===== config.mk =====
export PLATFORM = sky130hd
export DESIGN_NAME = lsag_seq
export DESIGN_NICKNAME = d
export VERILOG_FILES = /design/src/rtl/lsag_pkg.sv /design/src/rtl/lsag_decode.sv /design/src/rtl/lsag_agen.sv /design/src/rtl/lsag_cc.sv /design/src/rtl/lsag_seq.sv
export SDC_FILE = /design/constraint.sdc
export NUM_CORES = 1
export LEC_CHECK = 0
export BUFFER_PORTS_ARGS = -buffer_cell sky130_fd_sc_hd__buf_2
export CAP_MARGIN = 20
export CORE_MARGIN = 5
export CORE_UTILIZATION = 44
export CTS_CLUSTER_DIAMETER = 100
export CTS_CLUSTER_SIZE = 20
export DETAILED_ROUTE_END_ITERATION = 7
export PLACE_DENSITY = 0.77
export SYNTH_ARGS = -nofsm -noshare
export SYNTH_HDL_FRONTEND = slang
export SYNTH_SLANG_ARGS = --single-unit

===== constraint.sdc =====
create_clock -name clk -period 3.81 [get_ports clk]
set_clock_uncertainty 0.05 [all_clocks]
set_input_delay 0.1905 -clock clk [delete_from_list [all_inputs] [get_ports clk]]
set_output_delay 0.1905 -clock clk [all_outputs]
set_load 0.02 [all_outputs]

===== src/rtl/lsag_pkg.sv =====
package lsag_pkg;
    localparam int WORD_W  = 16;
    localparam int REG_N   = 8;
    localparam int RIDX_W  = $clog2(REG_N);
    localparam int OP_W    = 4;
    localparam int PCOFF_W = 9;
    localparam int BOFF_W  = 6;

    localparam logic [OP_W-1:0] OPC_LOAD    = 4'b0010;
    localparam logic [OP_W-1:0] OPC_STORE   = 4'b0011;
    localparam logic [OP_W-1:0] OPC_LOAD_B  = 4'b0110;
    localparam logic [OP_W-1:0] OPC_STORE_B = 4'b0111;
    localparam logic [OP_W-1:0] OPC_LOAD_I  = 4'b1010;
    localparam logic [OP_W-1:0] OPC_STORE_I = 4'b1011;
    localparam logic [OP_W-1:0] OPC_ADDR    = 4'b1110;

    typedef enum logic [2:0] {
        S_IDLE,
        S_ADDR,
        S_IND_READ,
        S_ACCESS,
        S_WRITEBACK,
        S_DONE
    } state_e;

    typedef struct packed {
        logic legal;
        logic store;
        logic indirect;
        logic base_mode;
        logic addr_only;
    } ctl_t;
endpackage


===== src/rtl/lsag_decode.sv =====
module lsag_decode
    import lsag_pkg::*;
(
    input  logic [OP_W-1:0] opcode,
    output ctl_t            ctl
);
    always_comb begin
        ctl = '0;
        case (opcode)
            OPC_LOAD: begin
                ctl.legal = 1'b1;
            end
            OPC_STORE: begin
                ctl.legal = 1'b1;
                ctl.store = 1'b1;
            end
            OPC_LOAD_B: begin
                ctl.legal     = 1'b1;
                ctl.base_mode = 1'b1;
            end
            OPC_STORE_B: begin
                ctl.legal     = 1'b1;
                ctl.store     = 1'b1;
                ctl.base_mode = 1'b1;
            end
            OPC_LOAD_I: begin
                ctl.legal    = 1'b1;
                ctl.indirect = 1'b1;
            end
            OPC_STORE_I: begin
                ctl.legal    = 1'b1;
                ctl.store    = 1'b1;
                ctl.indirect = 1'b1;
            end
            OPC_ADDR: begin
                ctl.legal     = 1'b1;
                ctl.addr_only = 1'b1;
            end
            default: ctl = '0;
        endcase
    end
endmodule


===== src/rtl/lsag_agen.sv =====
module lsag_agen #(
    parameter int W       = 16,
    parameter int PCOFF_W = 9,
    parameter int BOFF_W  = 6
) (
    input  logic [PCOFF_W-1:0] off_field,
    input  logic [W-1:0]       pc,
    input  logic [W-1:0]       base,
    input  logic               base_mode,
    output logic [W-1:0]       ea
);
    localparam int PC_PAD = W - PCOFF_W;
    localparam int B_PAD  = W - BOFF_W;

    logic [W-1:0] pc_off;
    logic [W-1:0] base_off;

    assign pc_off   = {{PC_PAD{off_field[PCOFF_W-1]}}, off_field};
    assign base_off = {{B_PAD{off_field[BOFF_W-1]}}, off_field[BOFF_W-1:0]};

    // Sums are W bits wide, so they wrap modulo 2^W.
    always_comb begin
        if (base_mode) begin
            ea = base + base_off;
        end else begin
            ea = pc + pc_off;
        end
    end
endmodule


===== src/rtl/lsag_cc.sv =====
module lsag_cc #(
    parameter int W = 16
) (
    input  logic [W-1:0] value,
    output logic [2:0]   nzp
);
    always_comb begin
        if (value[W-1]) begin
            nzp = 3'b100;
        end else if (value == '0) begin
            nzp = 3'b010;
        end else begin
            nzp = 3'b001;
        end
    end
endmodule


===== src/rtl/lsag_seq.sv =====
module lsag_seq
    import lsag_pkg::*;
(
    input  logic              clk,
    input  logic              rst_n,
    input  logic              start,
    input  logic [WORD_W-1:0] instr,
    input  logic [WORD_W-1:0] pc_next,
    output logic [RIDX_W-1:0] rf_src_idx,
    input  logic [WORD_W-1:0] rf_src_data,
    output logic [RIDX_W-1:0] rf_base_idx,
    input  logic [WORD_W-1:0] rf_base_data,
    output logic              rf_we,
    output logic [RIDX_W-1:0] rf_waddr,
    output logic [WORD_W-1:0] rf_wdata,
    output logic              mem_req,
    output logic              mem_we,
    output logic [WORD_W-1:0] mem_addr,
    output logic [WORD_W-1:0] mem_wdata,
    input  logic [WORD_W-1:0] mem_rdata,
    input  logic              mem_ready,
    output logic [2:0]        cc,
    output logic              busy,
    output logic              done
);
    localparam int OP_LSB   = WORD_W - OP_W;
    localparam int REG_LSB  = OP_LSB - RIDX_W;
    localparam int BASE_LSB = REG_LSB - RIDX_W;

    state_e            state_q, state_d;
    ctl_t              ctl_new, ctl_q;
    logic [WORD_W-1:0] instr_q, pc_q, ea_q, data_q, ea_calc;
    logic [2:0]        cc_q, cc_new;
    logic              accept;

    lsag_decode u_dec (
        .opcode (instr[WORD_W-1:OP_LSB]),
        .ctl    (ctl_new)
    );

    lsag_agen #(.W(WORD_W), .PCOFF_W(PCOFF_W), .BOFF_W(BOFF_W)) u_agen (
        .off_field (instr_q[PCOFF_W-1:0]),
        .pc        (pc_q),
        .base      (rf_base_data),
        .base_mode (ctl_q.base_mode),
        .ea        (ea_calc)
    );

    lsag_cc #(.W(WORD_W)) u_cc (
        .value (data_q),
        .nzp   (cc_new)
    );

    assign accept      = (state_q == S_IDLE) && start && ctl_new.legal;
    assign rf_src_idx  = instr_q[OP_LSB-1:REG_LSB];
    assign rf_base_idx = instr_q[REG_LSB-1:BASE_LSB];

    // Next-state logic
    always_comb begin
        state_d = state_q;
        unique case (state_q)
            S_IDLE:      if (accept) state_d = S_ADDR;
            S_ADDR: begin
                if (ctl_q.addr_only)     state_d = S_WRITEBACK;
                else if (ctl_q.indirect) state_d = S_IND_READ;
                else                     state_d = S_ACCESS;
            end
            S_IND_READ:  if (mem_ready) state_d = S_ACCESS;
            S_ACCESS: begin
                if (mem_ready) state_d = ctl_q.store ? S_DONE : S_WRITEBACK;
            end
            S_WRITEBACK: state_d = S_DONE;
            S_DONE:      state_d = S_IDLE;
            default:     state_d = S_IDLE;
        endcase
    end

    // State register
    always_ff @(posedge clk or negedge rst_n) begin
        if (!rst_n) state_q <= S_IDLE;
        else        state_q <= state_d;
    end

    // Datapath registers
    always_ff @(posedge clk or negedge rst_n) begin
        if (!rst_n) begin
            instr_q <= '0;
            pc_q    <= '0;
            ea_q    <= '0;
            data_q  <= '0;
            ctl_q   <= '0;
            cc_q    <= 3'b010;
        end else begin
            if (accept) begin
                instr_q <= instr;
                pc_q    <= pc_next;
                ctl_q   <= ctl_new;
            end
            if (state_q == S_ADDR) begin
                ea_q <= ea_calc;
                if (ctl_q.addr_only) data_q <= ea_calc;
            end
            if (state_q == S_IND_READ && mem_ready) ea_q <= mem_rdata;
            if (state_q == S_ACCESS && mem_ready && !ctl_q.store) data_q <= mem_rdata;
            if (state_q == S_WRITEBACK) cc_q <= cc_new;
        end
    end

    // Outputs
    always_comb begin
        mem_req   = 1'b0;
        mem_we    = 1'b0;
        mem_addr  = ea_q;
        mem_wdata = '0;
        rf_we     = 1'b0;
        rf_waddr  = instr_q[OP_LSB-1:REG_LSB];
        rf_wdata  = data_q;
        busy      = 1'b1;
        done      = 1'b0;
        cc        = cc_q;
        unique case (state_q)
            S_IDLE:      busy = 1'b0;
            S_ADDR:      ;
            S_IND_READ:  mem_req = 1'b1;
            S_ACCESS: begin
                mem_req = 1'b1;
                if (ctl_q.store) begin
                    mem_we    = 1'b1;
                    mem_wdata = rf_src_data;
                end
            end
            S_WRITEBACK: rf_we = 1'b1;
            S_DONE:      done = 1'b1;
            default:     busy = 1'b0;
        endcase
    end

    assert_req_hold_R9: assert property (@(posedge clk) disable iff (!rst_n)
        (mem_req && !mem_ready) |=> (mem_req && $stable(mem_addr) && $stable(mem_we)));

    assert_we_with_req_R5: assert property (@(posedge clk) disable iff (!rst_n)
        mem_we |-> mem_req);

    assert_addr_only_no_mem_R7: assert property (@(posedge clk) disable iff (!rst_n)
        (busy && ctl_q.addr_only) |-> !mem_req);

    assert_store_no_rf_R3: assert property (@(posedge clk) disable iff (!rst_n)
        (busy && ctl_q.store) |-> !rf_we);

    assert_cc_onehot_R8: assert property (@(posedge clk) disable iff (!rst_n)
        $countones(cc) == 1);

    assert_done_pulse_R11: assert property (@(posedge clk) disable iff (!rst_n)
        done |=> !done);

    assert_legal_only_R11: assert property (@(posedge clk) disable iff (!rst_n)
        busy |-> ctl_q.legal);
endmodule


==> reports/results.txt, run 1 <==
Diode count -> 0
Max Cap Viol -> 0
Number of CTS-inserted buffers -> 9
Largest net degree at the start of global routing -> 43
Clk root buf -> clkbuf_8
Maximum fanout along the worst path -> 13
Worst Tran Pin Value -> 0.937 ns
Clock power share -> 0.094
Starting density of the core -> 0.448
IO buf count -> 148
Final setup fails -> 0
Post-CTS Resized -> 0
Setup ws final -> 1.12 ns
Final wirelength -> 12.4 mm
Clock transition at path regs -> 0.07 ns
DRC Markers -> 0
Worst IR drop on VDD -> 0.378 mV
Remaining Overflow, GRT -> 0
Async SR Flop Fraction -> 1.00
Leakage -> 0.00273 µW
Clock Tree Buf Depth -> 2
Pre-antenna DRT Iters -> 5
Combinational power share -> 0.644
Clock sink count -> 70
Switching share of total power -> 0.491
RD Place Congestion -> 0.897
Area of the die -> 0.0125 mm²
Startpoint class of the critical path -> register
Post-CTS Setup Inserts -> 0
Layout area overhead -> 21.1%
Mapped Area -> 0.00458 mm²
Vias -> 4067
EDFF count, synth -> 0
Setup_tns -> 0 ns
Yosys cell types -> 57
Prevailing post-synth register cell -> dfrtp_1
Switching power -> 2740 µW
Outcome -> completed
Worst min-delay path category -> input port to register
Slew headroom -> 0.375
Dpl ws -> 1.15 ns
Final HPWL DP -> 9.66 mm
Die W -> 112 µm
Overall Global Routing Usage -> 0.196
Routed wire per std cell -> 16.8 µm
Initial antenna violation count -> 0
Ratio of final minimum period to clock period -> 0.707
Post-Syn Nets -> 578
Synth Register Bits -> 70
CP Class -> register to register
CTS tree -> yes
Antenna Nets Post-Route -> 0
# nets final -> 713
Required @ worst endpoint -> 4.01 ns
Pint -> 2840 µW
Count of pins over their slew limit -> 0
Num rows -> 37
Total core area -> 0.0102 mm²
Htree depth -> 3
Post-CTS Hold Buffers -> 1
Via/cell ratio -> 5.51
Avg Cell Area, Syn -> 9.91 µm²
Gate Count Post-Synth -> 462
P per Cell Area -> 1010 mW/mm²
First-pass GRT wire length -> 20.3 mm
I/O Pins -> 149
RSZ-0062 raised after global routing -> no
Die H -> 112 µm
Crit end category -> register
Seq pwr share -> 0.262
Vias in the first global route -> 4079
Min Tclk post-route -> 2.69 ns
CP arrival -> 2.89 ns
Final Hold Violating Endpoints -> 0
Drt initial violations -> 311
Clk_lat worst skew -> 0.34 ns
FMAX -> 371 MHz
Fin Hold WS -> 0.0193 ns
Register area share after synthesis -> 0.383
Layout cell share with drive strength beyond 1 -> 0.354
Syn. warnings -> 0
-- per-stage QoR --
step	power (µW)	utilization	std cells	area, µm²
after floorplan	4130	-	462	4580
after global placement	4920	0.524	720	5360
after detailed placement	5040	0.524	720	5360
after CTS	5590	0.541	737	5540
after global routing	6070	0.542	738	5550
final	5580	0.542	738	5550
-- final timing paths --
check	start	cells past startpoint	slack, ns	end
min reg2reg	cc[1]$_DFFE_PN1P_	2	0.44	cc[1]$_DFFE_PN1P_
max	instr_q[5]$_DFFE_PN0P_	8	1.12	rf_wdata[15]$_DFFE_PN0P_
min in group asynchronous	rst_n	2	0.47	cc[2]$_DFFE_PN0P_
max in group asynchronous	rst_n	3	2.29	pc_q[0]$_DFFE_PN0P_
min	instr[8]	2	0.02	instr_q[8]$_DFFE_PN0P_
max reg2reg	instr_q[5]$_DFFE_PN0P_	8	1.12	rf_wdata[15]$_DFFE_PN0P_
-- power by group through the flow --
stage	Combinational, µW	Sequential, µW	Clock [µW]
6_report	3600	1460	523
5_1_grt	3980	1520	569
4_1_cts	3590	1460	536
3_5_place_dp	3560	1480	0
3_3_place_gp	3470	1450	0
2_1_floorplan	2590	1540	0
-- flip-flops by register name (all words and copies together) (netlist names) --
signal,cells
state_q,3
rf_wdata,16
mem_addr,16
pc_q,16
ctl_q,4
cc,3
instr_q,12
-- layout make-up --
type | instances | area (µm²)
timing repair buffer | 154 | 788
tap | 136 | 170
inverter | 10 | 37.5
multi-input combinational | 352 | 2630
clock buffer | 12 | 145
sequential | 70 | 1750
clock inverter | 4 | 22.5
fill | 932 | 4690
-- worst max-delay path: stages, from the launching register on --
cell	delay, ns
dfrtp_1	0.63
ha_1	0.37
o211ai_1	0.27
nor2_1	0.12
a211oi_2	0.36
a21oi_1	0.14
a211oi_2	0.25
xnor2_1	0.16
o311ai_2	0.24
-- cell usage in the layout (no fill, tap or decap), types with 3 or more instances in the layout --
master | Yosys | routed
ha_1 | 30 | 30
a21oi_1 | 34 | 34
o211ai_1 | 6 | 6
mux2i_1 | 6 | 6
buf_2 | 8 | 148
xnor2_1 | 17 | 17
o31ai_1 | 3 | 3
nand2b_1 | 4 | 4
o21ai_2 | 3 | 3
nor4_1 | 4 | 4
o21ai_0 | 41 | 41
a211oi_2 | 3 | 3
buf_4 | 10 | 5
xor2_1 | 9 | 9
and3_1 | 4 | 4
a21o_1 | 7 | 7
and2_1 | 17 | 17
a22o_1 | 3 | 3
o21bai_1 | 3 | 3
nand3_1 | 7 | 7
clkinv_2 | 0 | 3
clkbuf_8 | 0 | 10
nor2_1 | 30 | 30
a211oi_1 | 4 | 4
a22oi_1 | 25 | 25
a221o_1 | 4 | 4
mux2_2 | 29 | 29
nand2_1 | 23 | 23
inv_1 | 10 | 10
dfrtp_1 | 69 | 69
o21a_1 | 3 | 3
-- kinds of logic (layout without fill, tap and decap cells) --
logic type                 after synthesis  after routing  share of synthesized area
buffers and inverters                   40            180                     0.0432
and+or+nand+nor                        101            101                      0.109
AOI/OAI and AO/OA                      157            157                      0.237
DFF                                     70             70                      0.383
muxes                                   36             36                     0.0877
adders and majority gates               32             32                     0.0907
xor gates and xnor gates                26             26                     0.0497
-- Yosys cell counts (6+ instances only) --
cell type / count / area (µm²)
ha_1: 30 / 375
buf_4: 10 / 75.1
o211ai_1: 6 / 45.0
inv_1: 10 / 37.5
nand2_1: 23 / 86.3
buf_2: 8 / 40.0
clkbuf_1: 11 / 41.3
dfrtp_1: 69 / 1730
nand3_1: 7 / 35.0
a21o_1: 7 / 52.6
xnor2_1: 17 / 149
a22oi_1: 25 / 188
and2_1: 17 / 106
a21oi_1: 34 / 170
xor2_1: 9 / 78.8
nor2_1: 30 / 113
mux2_2: 29 / 327
mux2i_1: 6 / 60.1
o21ai_0: 41 / 205
-- per-layer routing --
metal | up-vias | share of wire | wire length, µm | GRT usage
li1 | 1986 | - | - | -
met1 | 1920 | 0.43 | 5360 | 0.270
met2 | 148 | 0.48 | 5930 | 0.312
met3 | 13 | 0.075 | 934 | 0.0431
met4 | 0 | 0.014 | 175 | 0.0593
met5 | - | 0 | 0 | 0
(Power assumes the default switching activity.)
==> run 2, diff against run 1 <==
- PLACE_DENSITY: 0.77 -> 0.8
- clock period: 3.81 -> 2.2 ns (I/O delays scaled with it)
==> run 2 against run 1 <==
  * The flow now finishes with violations (setup timing)
  * Critical endpoint is now rf_wdata[14]$_DFFE_PN0P_
  * Largest cell class unchanged
  * Cell count grew 16%
  * Clock-buffer cell count shrank 1
  * Critical path depth grew 1
  * Largest power group unchanged
==> reports/results.txt, run 2 (synthesized netlist as in run 1, its figures left out) <==
Vias -> 4799 (+18%)
Antenna Nets Post-Route -> 0 (unchanged)
Placed Cells -> 772 (+7.2%)
CP arrival -> 2.75 ns (-0.14 ns)
Final Non-Filler Cells -> 854 (+16%)
I/O Pins -> 149 (unchanged)
Failing checks -> setup timing
Maximum fanout along the worst path -> 3 (-10)
Final Util -> 0.684 (+0.141)
RD Place Congestion -> 0.873 (-2.7%)
Area of the die -> 0.0125 mm² (unchanged)
Diode count -> 0 (unchanged)
# nets final -> 829 (+16%)
Final setup fails -> 22 (+22)
Leakage -> 0.00333 µW (+22%)
Max Cap Viol -> 0 (unchanged)
Startpoint class of the critical path -> register
RSZ-0062 raised after global routing -> yes
Final Hold Violating Endpoints -> 0 (unchanged)
CP Class -> register to register
Starting density of the core -> 0.448 (unchanged)
Largest net degree at the start of global routing -> 71 (+65%)
Post-DP Area -> 0.00579 mm² (+8.0%)
FMAX -> 392 MHz (+5.5%)
Ratio of final minimum period to clock period -> 1.16 (+0.454)
Number of CTS-inserted buffers -> 9 (unchanged)
DRC Markers -> 0 (unchanged)
Count of pins over their slew limit -> 0 (unchanged)
Clock transition at path regs -> 0.08 ns (about the same)
Initial antenna violation count -> 0 (unchanged)
Remaining Overflow, GRT -> 0 (unchanged)
Worst Tran Pin Value -> 0.812 ns (-0.125 ns)
Via/cell ratio -> 5.62 (+2.0%)
Overall Global Routing Usage -> 0.230 (+0.0336)
P per Cell Area -> 1830 mW/mm² (+82%)
Num rows -> 37 (unchanged)
Total core area -> 0.0102 mm² (unchanged)
Outcome -> finished, violations left
Most frequent cells in the layout -> buf_2, buf_4, dfrtp_1
Required @ worst endpoint -> 2.40 ns (-1.61 ns)
Vias in the first global route -> 4902 (+20%)
Min Tclk post-route -> 2.55 ns (-0.141 ns)
Setup ws final -> -0.354 ns (-1.47 ns)
Drt initial violations -> 362 (+16%)
Htree depth -> 3 (unchanged)
Fin area -> 0.00699 mm² (+26%)
Crit end category -> register
Clk_lat worst skew -> 0.36 ns (+0.02 ns)
First-pass GRT wire length -> 23.9 mm (+18%)
Layout area overhead -> 52.7%
IO buf count -> 148 (unchanged)
Final wirelength -> 15.4 mm (+25%)
Routed wire per std cell -> 18.1 µm (+7.6%)
Worst IR drop on VDD -> 0.770 mV (+100%)
Die W -> 112 µm (unchanged)
Slew headroom -> 0.459 (+0.0834)
Final HPWL DP -> 10.5 mm (+8.4%)
CTS tree -> yes
Most common cell after layout, fill and taps aside -> buf_2
Worst min-delay path category -> input port to register
Clk root buf -> clkbuf_8
Dpl ws -> -0.319 ns (-1.47 ns)
Pre-antenna DRT Iters -> 6 (+1)
Fillcell total -> 759 (-19%)
Layout cell share with drive strength beyond 1 -> 0.469 (+0.116)
Clock sink count -> 70 (unchanged)
Clock Tree Buf Depth -> 2 (unchanged)
Die H -> 112 µm (unchanged)
run 2: changes by cell type in the layout (fill, tap and decap cells not counted), moves of 10 or more:
cell           change
o21ai_0           -23
dlygate4sd3_1     +47
ha_1              -12
o21ai_1           +20
buf_4             +62
ha_4              +10
a21oi_1           -11
run 2: metal layers:
layer | up-vias | track usage | routed length [µm]
met5 | - | 0 | 0
met4 | 0 | 0.0617 | 402
met3 | 41 | 0.0550 | 1060
met2 | 237 | 0.418 | 8010
met1 | 2320 | 0.272 | 5970
li1 | 2201 | - | -
run 2: repair_timing:
action | 4_1_cts | 5_1_grt
endpoints found under the setup margin | 22 | 22
endpoints found under the hold margin | 123 | 0
pin swaps | 31 | 22
buffers inserted | 8 | 9
gates resized for setup | 55 | 29
hold buffers | 48 | 0
cloned | 0 | 0
run 2: final timing paths:
kind                       slack, ns  depth (start not counted)                    from                       end
setup / recovery               -0.35                          9  instr_q[0]$_DFFE_PN0P_  rf_wdata[14]$_DFFE_PN0P_
hold / removal                  0.06                          4               mem_ready    state_q[1]$_DFFE_PN0P_
setup reg to reg               -0.35                          9  instr_q[0]$_DFFE_PN0P_  rf_wdata[14]$_DFFE_PN0P_
hold reg to reg                 0.45                          2       cc[1]$_DFFE_PN1P_         cc[1]$_DFFE_PN1P_
max in group asynchronous       1.50                          3                   rst_n       pc_q[1]$_DFFE_PN0P_
min in group asynchronous       0.25                          3                   rst_n   mem_addr[5]$_DFFE_PN0P_
run 2: cell type report:
class | count | area, µm² | share of cell area
inverters | 10 | 37.5 | 0.00537
repair buffers | 270 | 1810 | 0.259
well taps | 136 | 170 | 0.0243
clock inverters | 5 | 81.3 | 0.0116
multi-input cells | 352 | 2980 | 0.426
flip-flops and latches | 70 | 1760 | 0.251
clock buffers | 11 | 151 | 0.0216
run 2: critical path, cell delays in order (launching register included):
cell	delay, ns
dfrtp_1	0.44
ha_4	0.19
fa_2	0.35
a21o_1	0.21
a31oi_4	0.21
o31ai_2	0.10
o41ai_2	0.30
xnor2_1	0.19
a222oi_1	0.30
nand2_1	0.08
run 2: metrics by stage:
stage	hold WS [ns]	setup TNS, ns	total power (µW)
after floorplan	-0.236	-0.178	7180
after global placement	0.112	-1.98	9390
after detailed placement	0.118	-3.99	9700
after CTS	0.0196	-1.44	11800
after global routing	0.0831	-4.84	13500
final	0.0615	-3.33	12800
run 2: power breakdown:
group / switching, µW / leakage, µW / internal [µW] / total [µW]
sequential: 583 / 0.000849 / 1930 / 2510
clock: 526 / 0.000116 / 701 / 1230
combinational: 4920 / 0.00237 / 4130 / 9050
